[config.mk]
export PLATFORM = sky130hd
export DESIGN_NAME = spi_frame_seq
export DESIGN_NICKNAME = d
export VERILOG_FILES = /design/src/rtl/spi_seq_pkg.sv /design/src/rtl/spi_half_tick.sv /design/src/rtl/spi_slot_ctrl.sv /design/src/rtl/spi_shift_path.sv /design/src/rtl/spi_frame_seq.sv
export SDC_FILE = /design/constraint.sdc
export NUM_CORES = 1
export LEC_CHECK = 0
export BUFFER_PORTS_ARGS = -buffer_cell sky130_fd_sc_hd__buf_2
export CAP_MARGIN = 20
export CORE_ASPECT_RATIO = 0.8
export CORE_MARGIN = 2
export CORE_UTILIZATION = 23
export DETAILED_ROUTE_END_ITERATION = 7
export GPL_TIMING_DRIVEN = 0
export HOLD_SLACK_MARGIN = 0.02
export PLACE_DENSITY_LB_ADDON = 0.3
export SLEW_MARGIN = 20
export SYNTH_ARGS = -nofsm -noshare
export SYNTH_HDL_FRONTEND = slang
export SYNTH_SLANG_ARGS = --single-unit
[constraint.sdc]
create_clock -name clk_i -period 9.75 [get_ports clk_i]
set_clock_uncertainty 0.05 [all_clocks]
set_input_delay 0.975 -clock clk_i [delete_from_list [all_inputs] [get_ports clk_i]]
set_output_delay 0.975 -clock clk_i [all_outputs]
set_load 0.03 [all_outputs]
[src/rtl/spi_seq_pkg.sv]
package spi_seq_pkg;
  localparam int unsigned MIN_BITS = 4;

  typedef enum logic {ST_IDLE, ST_RUN} seq_state_e;

  // size code -> bit count, short codes clamp to MIN_BITS
  function automatic int unsigned frame_bits(input int unsigned code, input int unsigned min_bits);
    return (code < min_bits - 1) ? min_bits : code + 1;
  endfunction
endpackage

[src/rtl/spi_half_tick.sv]
module spi_half_tick #(
  parameter int DIV_W = 8
) (
  input  logic             clk_i,
  input  logic             rst_ni,
  input  logic             run_i,
  input  logic [DIV_W-1:0] div_i,
  output logic             tick_o
);
  logic [DIV_W-1:0] cnt_q;

  always_ff @(posedge clk_i or negedge rst_ni) begin
    if (!rst_ni)                cnt_q <= '0;
    else if (!run_i)            cnt_q <= '0;
    else if (cnt_q == div_i)    cnt_q <= '0;
    else                        cnt_q <= cnt_q + 1'b1;
  end

  assign tick_o = run_i && (cnt_q == div_i);
endmodule

[src/rtl/spi_slot_ctrl.sv]
module spi_slot_ctrl
  import spi_seq_pkg::*;
#(
  parameter int DIV_W  = 8,
  parameter int CNT_W  = 5,
  parameter int SLOT_W = 6
) (
  input  logic             clk_i,
  input  logic             rst_ni,
  input  logic             start_i,
  input  logic             cpol_i,
  input  logic             cpha_i,
  input  logic [CNT_W-1:0] nbits_i,
  input  logic [DIV_W-1:0] div_i,
  input  logic             tick_i,
  output logic             run_o,
  output logic [DIV_W-1:0] div_o,
  output logic             load_o,
  output logic             shift_o,
  output logic             cap_o,
  output logic             fin_o,
  output logic             sclk_o,
  output logic             frame_no,
  output logic             done_o
);
  seq_state_e        state_q;
  logic [SLOT_W-1:0] slot_q;
  logic [CNT_W-1:0]  nbits_q;
  logic [DIV_W-1:0]  div_q;
  logic              cpol_q, cpha_q;
  logic              sclk_q, frame_q, done_q;

  logic [SLOT_W-1:0] two_n, nxt, lead, k;
  logic              last, in_tog, k_odd, step, skip_shift;

  // frame = lead idle + 2N toggle slots + trail idle, always 2N+2 slots
  assign two_n  = SLOT_W'({nbits_q, 1'b0});
  assign nxt    = slot_q + 1'b1;
  assign last   = (slot_q == two_n + SLOT_W'(1));
  assign lead   = cpha_q ? SLOT_W'(1) : SLOT_W'(2);
  assign k      = nxt - lead;
  assign in_tog = (nxt >= lead) && (k < two_n);
  assign k_odd  = k[0];
  assign step   = (state_q == ST_RUN) && tick_i && !last && in_tog;
  // phase 0 keeps the last bit after its trailing edge; phase 1 presents bit 0 before the first edge
  assign skip_shift = cpha_q ? (k == '0) : (k == two_n - SLOT_W'(1));

  assign cap_o    = step && (k_odd == cpha_q);
  assign shift_o  = step && (k_odd != cpha_q) && !skip_shift;
  assign fin_o    = (state_q == ST_RUN) && tick_i && last;
  assign load_o   = (state_q == ST_IDLE) && start_i;
  assign run_o    = (state_q == ST_RUN);
  assign div_o    = div_q;
  assign sclk_o   = sclk_q;
  assign frame_no = frame_q;
  assign done_o   = done_q;

  always_ff @(posedge clk_i or negedge rst_ni) begin
    if (!rst_ni) begin
      state_q <= ST_IDLE;
      slot_q  <= '0;
      nbits_q <= CNT_W'(MIN_BITS);
      div_q   <= '0;
      cpol_q  <= 1'b0;
      cpha_q  <= 1'b0;
      sclk_q  <= 1'b0;
      frame_q <= 1'b1;
      done_q  <= 1'b0;
    end else begin
      done_q <= 1'b0;
      unique case (state_q)
        ST_IDLE: begin
          sclk_q <= cpol_i;
          if (start_i) begin
            state_q <= ST_RUN;
            slot_q  <= '0;
            nbits_q <= nbits_i;
            div_q   <= div_i;
            cpol_q  <= cpol_i;
            cpha_q  <= cpha_i;
            frame_q <= 1'b0;
          end
        end
        ST_RUN: begin
          if (tick_i) begin
            if (last) begin
              state_q <= ST_IDLE;
              frame_q <= 1'b1;
              done_q  <= 1'b1;
              sclk_q  <= cpol_q;
            end else begin
              slot_q <= nxt;
              sclk_q <= (in_tog && !k_odd) ? ~cpol_q : cpol_q;
            end
          end
        end
        default: state_q <= ST_IDLE;
      endcase
    end
  end
endmodule

[src/rtl/spi_shift_path.sv]
module spi_shift_path #(
  parameter int DATA_W = 16,
  parameter int CNT_W  = 5
) (
  input  logic              clk_i,
  input  logic              rst_ni,
  input  logic              load_i,
  input  logic [DATA_W-1:0] tx_word_i,
  input  logic [CNT_W-1:0]  nbits_i,
  input  logic              shift_i,
  input  logic              cap_i,
  input  logic              fin_i,
  input  logic              miso_i,
  output logic              mosi_o,
  output logic [DATA_W-1:0] rx_word_o
);
  logic [DATA_W-1:0] tx_sh, rx_sh, rx_q;

  always_ff @(posedge clk_i or negedge rst_ni) begin
    if (!rst_ni) begin
      tx_sh <= '0;
      rx_sh <= '0;
      rx_q  <= '0;
    end else begin
      if (load_i) begin
        // left-justify so the frame MSB sits at the output bit
        tx_sh <= tx_word_i << (CNT_W'(DATA_W) - nbits_i);
        rx_sh <= '0;
      end else begin
        if (shift_i) tx_sh <= {tx_sh[DATA_W-2:0], 1'b0};
        if (cap_i)   rx_sh <= {rx_sh[DATA_W-2:0], miso_i};
      end
      if (fin_i) rx_q <= rx_sh;
    end
  end

  assign mosi_o    = tx_sh[DATA_W-1];
  assign rx_word_o = rx_q;
endmodule

[src/rtl/spi_frame_seq.sv]
module spi_frame_seq
  import spi_seq_pkg::*;
#(
  parameter int DATA_W = 16,
  parameter int SIZE_W = 4,
  parameter int DIV_W  = 8
) (
  input  logic              clk_i,
  input  logic              rst_ni,
  input  logic              start_i,
  input  logic              cpol_i,
  input  logic              cpha_i,
  input  logic [SIZE_W-1:0] size_i,
  input  logic [DIV_W-1:0]  div_i,
  input  logic [DATA_W-1:0] tx_word_i,
  output logic [DATA_W-1:0] rx_word_o,
  output logic              busy_o,
  output logic              done_o,
  output logic              sclk_o,
  output logic              frame_no,
  output logic              mosi_o,
  input  logic              miso_i
);
  localparam int CNT_W  = $clog2(DATA_W + 1);
  localparam int SLOT_W = $clog2(2 * DATA_W + 3);

  logic [CNT_W-1:0] nbits;
  logic [DIV_W-1:0] div_lat;
  logic             run, tick, load, shift, cap, fin;

  assign nbits = CNT_W'(frame_bits(int'(size_i), MIN_BITS));

  spi_half_tick #(.DIV_W(DIV_W)) u_tick (
    .clk_i (clk_i),
    .rst_ni(rst_ni),
    .run_i (run),
    .div_i (div_lat),
    .tick_o(tick)
  );

  spi_slot_ctrl #(.DIV_W(DIV_W), .CNT_W(CNT_W), .SLOT_W(SLOT_W)) u_ctrl (
    .clk_i   (clk_i),
    .rst_ni  (rst_ni),
    .start_i (start_i),
    .cpol_i  (cpol_i),
    .cpha_i  (cpha_i),
    .nbits_i (nbits),
    .div_i   (div_i),
    .tick_i  (tick),
    .run_o   (run),
    .div_o   (div_lat),
    .load_o  (load),
    .shift_o (shift),
    .cap_o   (cap),
    .fin_o   (fin),
    .sclk_o  (sclk_o),
    .frame_no(frame_no),
    .done_o  (done_o)
  );

  spi_shift_path #(.DATA_W(DATA_W), .CNT_W(CNT_W)) u_path (
    .clk_i    (clk_i),
    .rst_ni   (rst_ni),
    .load_i   (load),
    .tx_word_i(tx_word_i),
    .nbits_i  (nbits),
    .shift_i  (shift),
    .cap_i    (cap),
    .fin_i    (fin),
    .miso_i   (miso_i),
    .mosi_o   (mosi_o),
    .rx_word_o(rx_word_o)
  );

  assign busy_o = run;
endmodule

; Yosys cells after proc, flatten, opt, wreduce, memory -nomap -nowiden
; Index checks and enable logic that the tools add are counted.
[totals]
word_cells = 83
regBits = 81
in_bits = 34
[classes]
add_sub_neg = 7
n_eq_ne = 9
bitwise_logic = 2
muxes = 28
n_shift = 1
n_reduce_logical = 20
order_cmp = 3
[ops]
columns = cell, n
row1 = 2-to-1 mux 16 bit, 4
row2 = 2-to-1 mux 6 bit, 3
row3 = 2-to-1 mux 8 bit, 2
row4 = << shifter 16 x 5 -> 16 bit, 1
row5 = 2-to-1 mux 1 bit, 13
row6 = "adder 6 x 1 -> 6 bit, second input constant", 2
row7 = equality test 6 bit, 2
row8 = one-hot mux 6 bit (2 select lines), 1
row9 = logical AND 1 bit, 11
row10 = "adder 8 x 1 -> 8 bit, second input constant", 1
row11 = equality test 8 bit, 1
row12 = >= comparator 6 bit, 1
row13 = logical NOT 6 bit, 1
row14 = less-than comparator 6 bit, 1
row15 = "inequality test 2 bit, second input constant", 3
row16 = one-hot mux 1 bit (2 select lines), 3
row17 = AND reduction 3 bit, 2
row18 = "subtractor 6 x 1 -> 6 bit, second input constant", 1
row19 = subtractor 6 bit, 1
row20 = "adder 4 x 1 -> 5 bit, second input constant", 1
row21 = 2-to-1 mux 5 bit, 1
row22 = "subtractor 5 bit, first input constant", 1
row23 = "less-than comparator 4 x 2 -> 1 bit, second input constant", 1
row24 = nonzero test 2 bit, 2
row25 = other kinds (7), 10

; Depth between registers and ports, before layout
[depth]
depth_word = 9
mapped_depth = 14

; Hierarchy
; A second synthesis with hierarchy kept.
[unflattened]
cells_unflattened = 464
area_unflattened_um2 = 4870.9
[modules_own_cells]
columns = mod, n_inst, cells_per_inst, seq_area_each_um2, area_per_inst_um2
row1 = spi_shift_path, 1, 234, 1201.2, 2722.6
row2 = spi_slot_ctrl, 1, 175, 628.1, 1586.5
row3 = spi_half_tick, 1, 46, 200.2, 500.5
row4 = spi_frame_seq, 1, 9, 0.0, 61.3

; Worst setup path after synthesis
; No wires, ideal clock.
[synth_path]
path_kind = in2reg
startpoint = input size_i[0]
endpoint = register u_path.tx_sh[13]
t_arrival_ns = 3.954
path_stages = 13
slack_ns = 5.679
path_buffers = 1
setup_time_ns = 0.067
t_required_ns = 9.633
path_cell_list = ha_1 nor3_2 nor2_2 inv_1 ha_1 clkbuf_1 and3_1 a211oi_4 mux2_2 o22ai_1 o21ai_0 o31ai_2 o221a_1
[synth_between]
elab_chain_cells = 5
elab_cells_between_ends = 6
cone_classes = 2 x add/sub / 1 x order compare / 1 x shift / 2 x mux
[synth_rtl]
columns = item, line_no
row1 = start: declaration, spi_frame_seq.sv:13  ; input logic [SIZE_W-1:0] size_i,
row2 = adder 4 x 1 -> 5 bit or less-than comparator 4 x 2 -> 1 bit (tied branches), spi_seq_pkg.sv:8  ; return (code < min_bits - 1) ? min_bits : code + 1;
row3 = 2-to-1 mux 5 bit *, spi_seq_pkg.sv:8
row4 = subtractor 5 bit *, spi_shift_path.sv:27  ; tx_sh <= tx_word_i << (CNT_W'(DATA_W) - nbits_i);
row5 = << shifter 16 x 5 -> 16 bit *, spi_shift_path.sv:27
row6 = 2-to-1 mux 16 bit *, spi_shift_path.sv:25  ; if (load_i) begin
row7 = end signal: assignment, spi_shift_path.sv:27
row8 = end signal: assignment, spi_shift_path.sv:30  ; if (shift_i) tx_sh <= {tx_sh[DATA_W-2:0], 1'b0};
row9 = end: declaration, spi_shift_path.sv:17  ; logic [DATA_W-1:0] tx_sh, rx_sh, rx_q;
; Mark *: on every way between the ends. The rest lies on a longest branch, timed or not.
; A chain may end at the register's enable or synchronous reset.

; Final worst setup path
[layout_path]
startpoint = input size_i[1]
endpoint = register u_path.tx_sh[13]
; Same word-level chain as after synthesis.

==> flow_metrics.tcl <==
set metrics [dict create \
    clock_sinks 81 \
    grt_pass1_vias 3796 \
    grtUsageTotal_pct 11.7 \
    synth_edf_count 0 \
    cts.clk_slew.worst_paths_ps 60 \
    r2r_end "u_path.tx_sh[4]$_DFFE_PN0P_" \
    hp-start "u_path.rx_sh[2]$_DFFE_PN0P_" \
    period_needed_ps 4700 \
    critPathArrivalTime_ps 4920 \
    cp-start-kind "input port" \
    postCtsResizedCells 0 \
    yosysMostFrequentCell "nand2_1" \
    yosysUniqueCellTypes 78 \
    cts.htree.levels 3 \
    first_pass_iters 4 \
    rsz0062_at_grt "false" \
    gp_congestion 0.807 \
    max_freq_mhz 213 \
    grt_first_pass_wirelength_um 21100 \
    final_util_pct 27.9 \
    regToRegSetupSlack_ps 5240 \
    maxSlewViolCount 0 \
    initial_core_util_pct 23.5 \
    via_per_inst 4.65 \
    worstReg2RegStart "u_ctrl.slot_q[0]$_DFFE_PN0P_" \
    post-route-period-util_pct 48.2 \
    synth_mux_area_share_pct 12.8 \
    peakVddDrop_v 0.000108 \
    tritoncts "yes" \
    synth_area_leaders "dfrtp_1, nand2_1, mux2_2" \
    routedWlPerCell_um 14.8 \
    die_width_um 170 \
    yosys.area.top_type "dfrtp_1" \
    critPathMaxStageDelay_ps 490 \
    synth_xor_area_share_pct 7.11 \
    layout.cells.non_filler 859 \
    ys_seq_elements 81 \
    syn_nets 561 \
    cts-buffers-inserted 9 \
    io-pin-count 55 \
    dp_cells 843 \
    layout-drive-gt1-share_pct 23.1 \
    cp-end-kind "flop" \
    nNetsFinal 626 \
    die_h_um 137 \
    cp_max_fo 10 \
    numPortBuffers 53 \
    busiest_layer "met1" \
    synth_compound_area_share_pct 15.2 \
    setup_tns_ps 0 \
    cp.required_ps 9970 \
    hold_class "reg2reg" \
    synth_common_cells "nand2_1, dfrtp_1, o21ai_0" \
    final_area_um2 6020 \
    grt_use_met3_pct 2.57 \
    synth-simple-area-share_pct 16.7 \
    cpMaxStageDelayCell "nor2_2" \
    syn_area_per_cell_um2 9.89 \
    syn_to_final_growth_pct 18.5 \
    dp_hpwl_um 9490 \
    async_reset_ff_share_pct 100 \
    antenna_found_initial 0 \
    dieArea_um2 23300 \
    cp_common_cell "ha_1" \
    core_area_um2 21600 \
    drt-initial-drc-count 297 \
    reg2reg_depth 12 \
    timing.final.ws_setup_ps 5050 \
    synth_fa_ha_area_share_pct 3.35 \
    clock_latency_ps 340 \
    holdPathEnd "u_path.rx_sh[3]$_DFFE_PN0P_" \
    netlist_instances 514 \
    max_slew_margin_pct 53.4 \
    cellPowerDensity_nw_per_um2 245 \
    drc 0 \
    postCtsSetupRepairBufs 0 \
    path_class "in2reg" \
    finalSetupViolations 0 \
    cts_root_buf "clkbuf_16" \
    grtUsageMet1_pct 18.1 \
    placed_cell_area_um2 5720 \
    grt.met2_usage_pct 15.8 \
    synthesis.area_um2 5080 \
    num_vias 3991 \
    drt-total-wl_um 12700 \
    clockBufferDepth 2 \
    status "finished, final reports clean" \
    hold_depth 2 \
    diodes 0 \
    hold_violations 0 \
    preCtsSetupSlack_ps 4700 \
    yosysTopAreaCellShare_pct 38.9 \
    ys.flop_type "dfrtp_1" \
    path_buf_inv 3 \
    grt_overflow 0 \
    ys.warnings.count 0 \
    tightest_slew_ps 695 \
    maxCapViolCount 0 \
    drt.antenna.violating_nets 0 \
    fp-row-count 48 \
    crit_chain "buf_2, ha_1, nor3_2, nor2_2, inv_1, ha_1, clkbuf_1, and3_1, a211oi_4, mux2_2, o22ai_1, o21ai_0, o31ai_2, o221a_1" \
    grt_start_max_net_pins 46 \
    ys_seq_area_share_pct 39.9 \
    p_leak_nw 2.66 \
    critPathTopFamily "compound AO/OA/AOI/OAI gates" \
    synth_top_family_by_area "simple AND/OR/NAND/NOR gates" \
    hold_buffers 0 \
]
[state kept, by name (all words and copies together) (netlist names), 5 cells and up]
name	cells
u_path.rx_sh	16
u_path.rx_word_o	16
u_path.tx_sh	16
u_ctrl.div_o	8
u_tick.cnt_q	8
u_ctrl.slot_q	6
u_ctrl.nbits_q	5
[layer usage]
| layer | routed length [µm] | vias up |
|---|---|---|
| li1 | - | 1979 |
| met2 | 5060 | 88 |
| met3 | 679 | 2 |
| met4 | 68 | 0 |
| met1 | 6920 | 1922 |
| met5 | 0 | - |
[metrics by stage]
stage	hold slack (ps)	total power [W]
after floorplan	408	0.000995
after global placement	426	0.00114
final	449	0.00148
after global routing	470	0.00160
after CTS	454	0.00149
after detailed placement	441	0.00114
[tightest hold or removal path, cell delays in order (launching register included)]
cell and delay (ps):
dfrtp_1 360, nand2_1 50, o21ai_0 60
[cell type report]
type	count	area, µm²
sequential	81	2030
timing repair buffer	54	288
fill	2299	15600
multi-input combinational	380	2810
tap	275	344
clock inverter	7	76.3
inverter	21	78.8
buffer	32	169
clock buffer	9	225
[kinds of logic after synthesis]
group           after synthesis
simple gates                170
compound gates              109
buf+inv                      53
fa+ha+maj                    13
mux                          50
flops                        81
xor+xnor                     38
[power by group]
| part | switching [W] | internal [W] | total [W] |
|---|---|---|---|
| Combinational | 0.000313 | 0.000283 | 0.000596 |
| Clock | 0.000142 | 0.000200 | 0.000342 |
| Sequential | 0.0000923 | 0.000447 | 0.000539 |
| Total | 0.000547 | 0.000930 | 0.00148 |
[cell usage in the layout (no fill, tap or decap), types with 15 or more instances in the layout]
cell type	netlist	final
inv_1	20	20
nand2_1	80	80
clkbuf_1	15	15
nor2_1	15	15
mux2_2	19	19
dfrtp_1	79	79
xnor2_1	23	23
o21ai_0	34	34
buf_2	12	64
mux2i_1	20	20
nand3_1	21	21
[worst max-delay path by stage]
stage          cells after the start      start                           end
5_1_grt                           14  size_i[1]  u_path.tx_sh[13]$_DFFE_PN0P_
4_1_cts                           14  size_i[1]  u_path.tx_sh[13]$_DFFE_PN0P_
2_1_floorplan                     13  size_i[0]  u_path.tx_sh[13]$_DFFE_PN0P_
3_5_place_dp                      14  size_i[1]  u_path.tx_sh[13]$_DFFE_PN0P_
6_report                          14  size_i[1]  u_path.tx_sh[13]$_DFFE_PN0P_
3_3_place_gp                      14  size_i[1]  u_path.tx_sh[13]$_DFFE_PN0P_
Power figures use the tool's default switching activity.
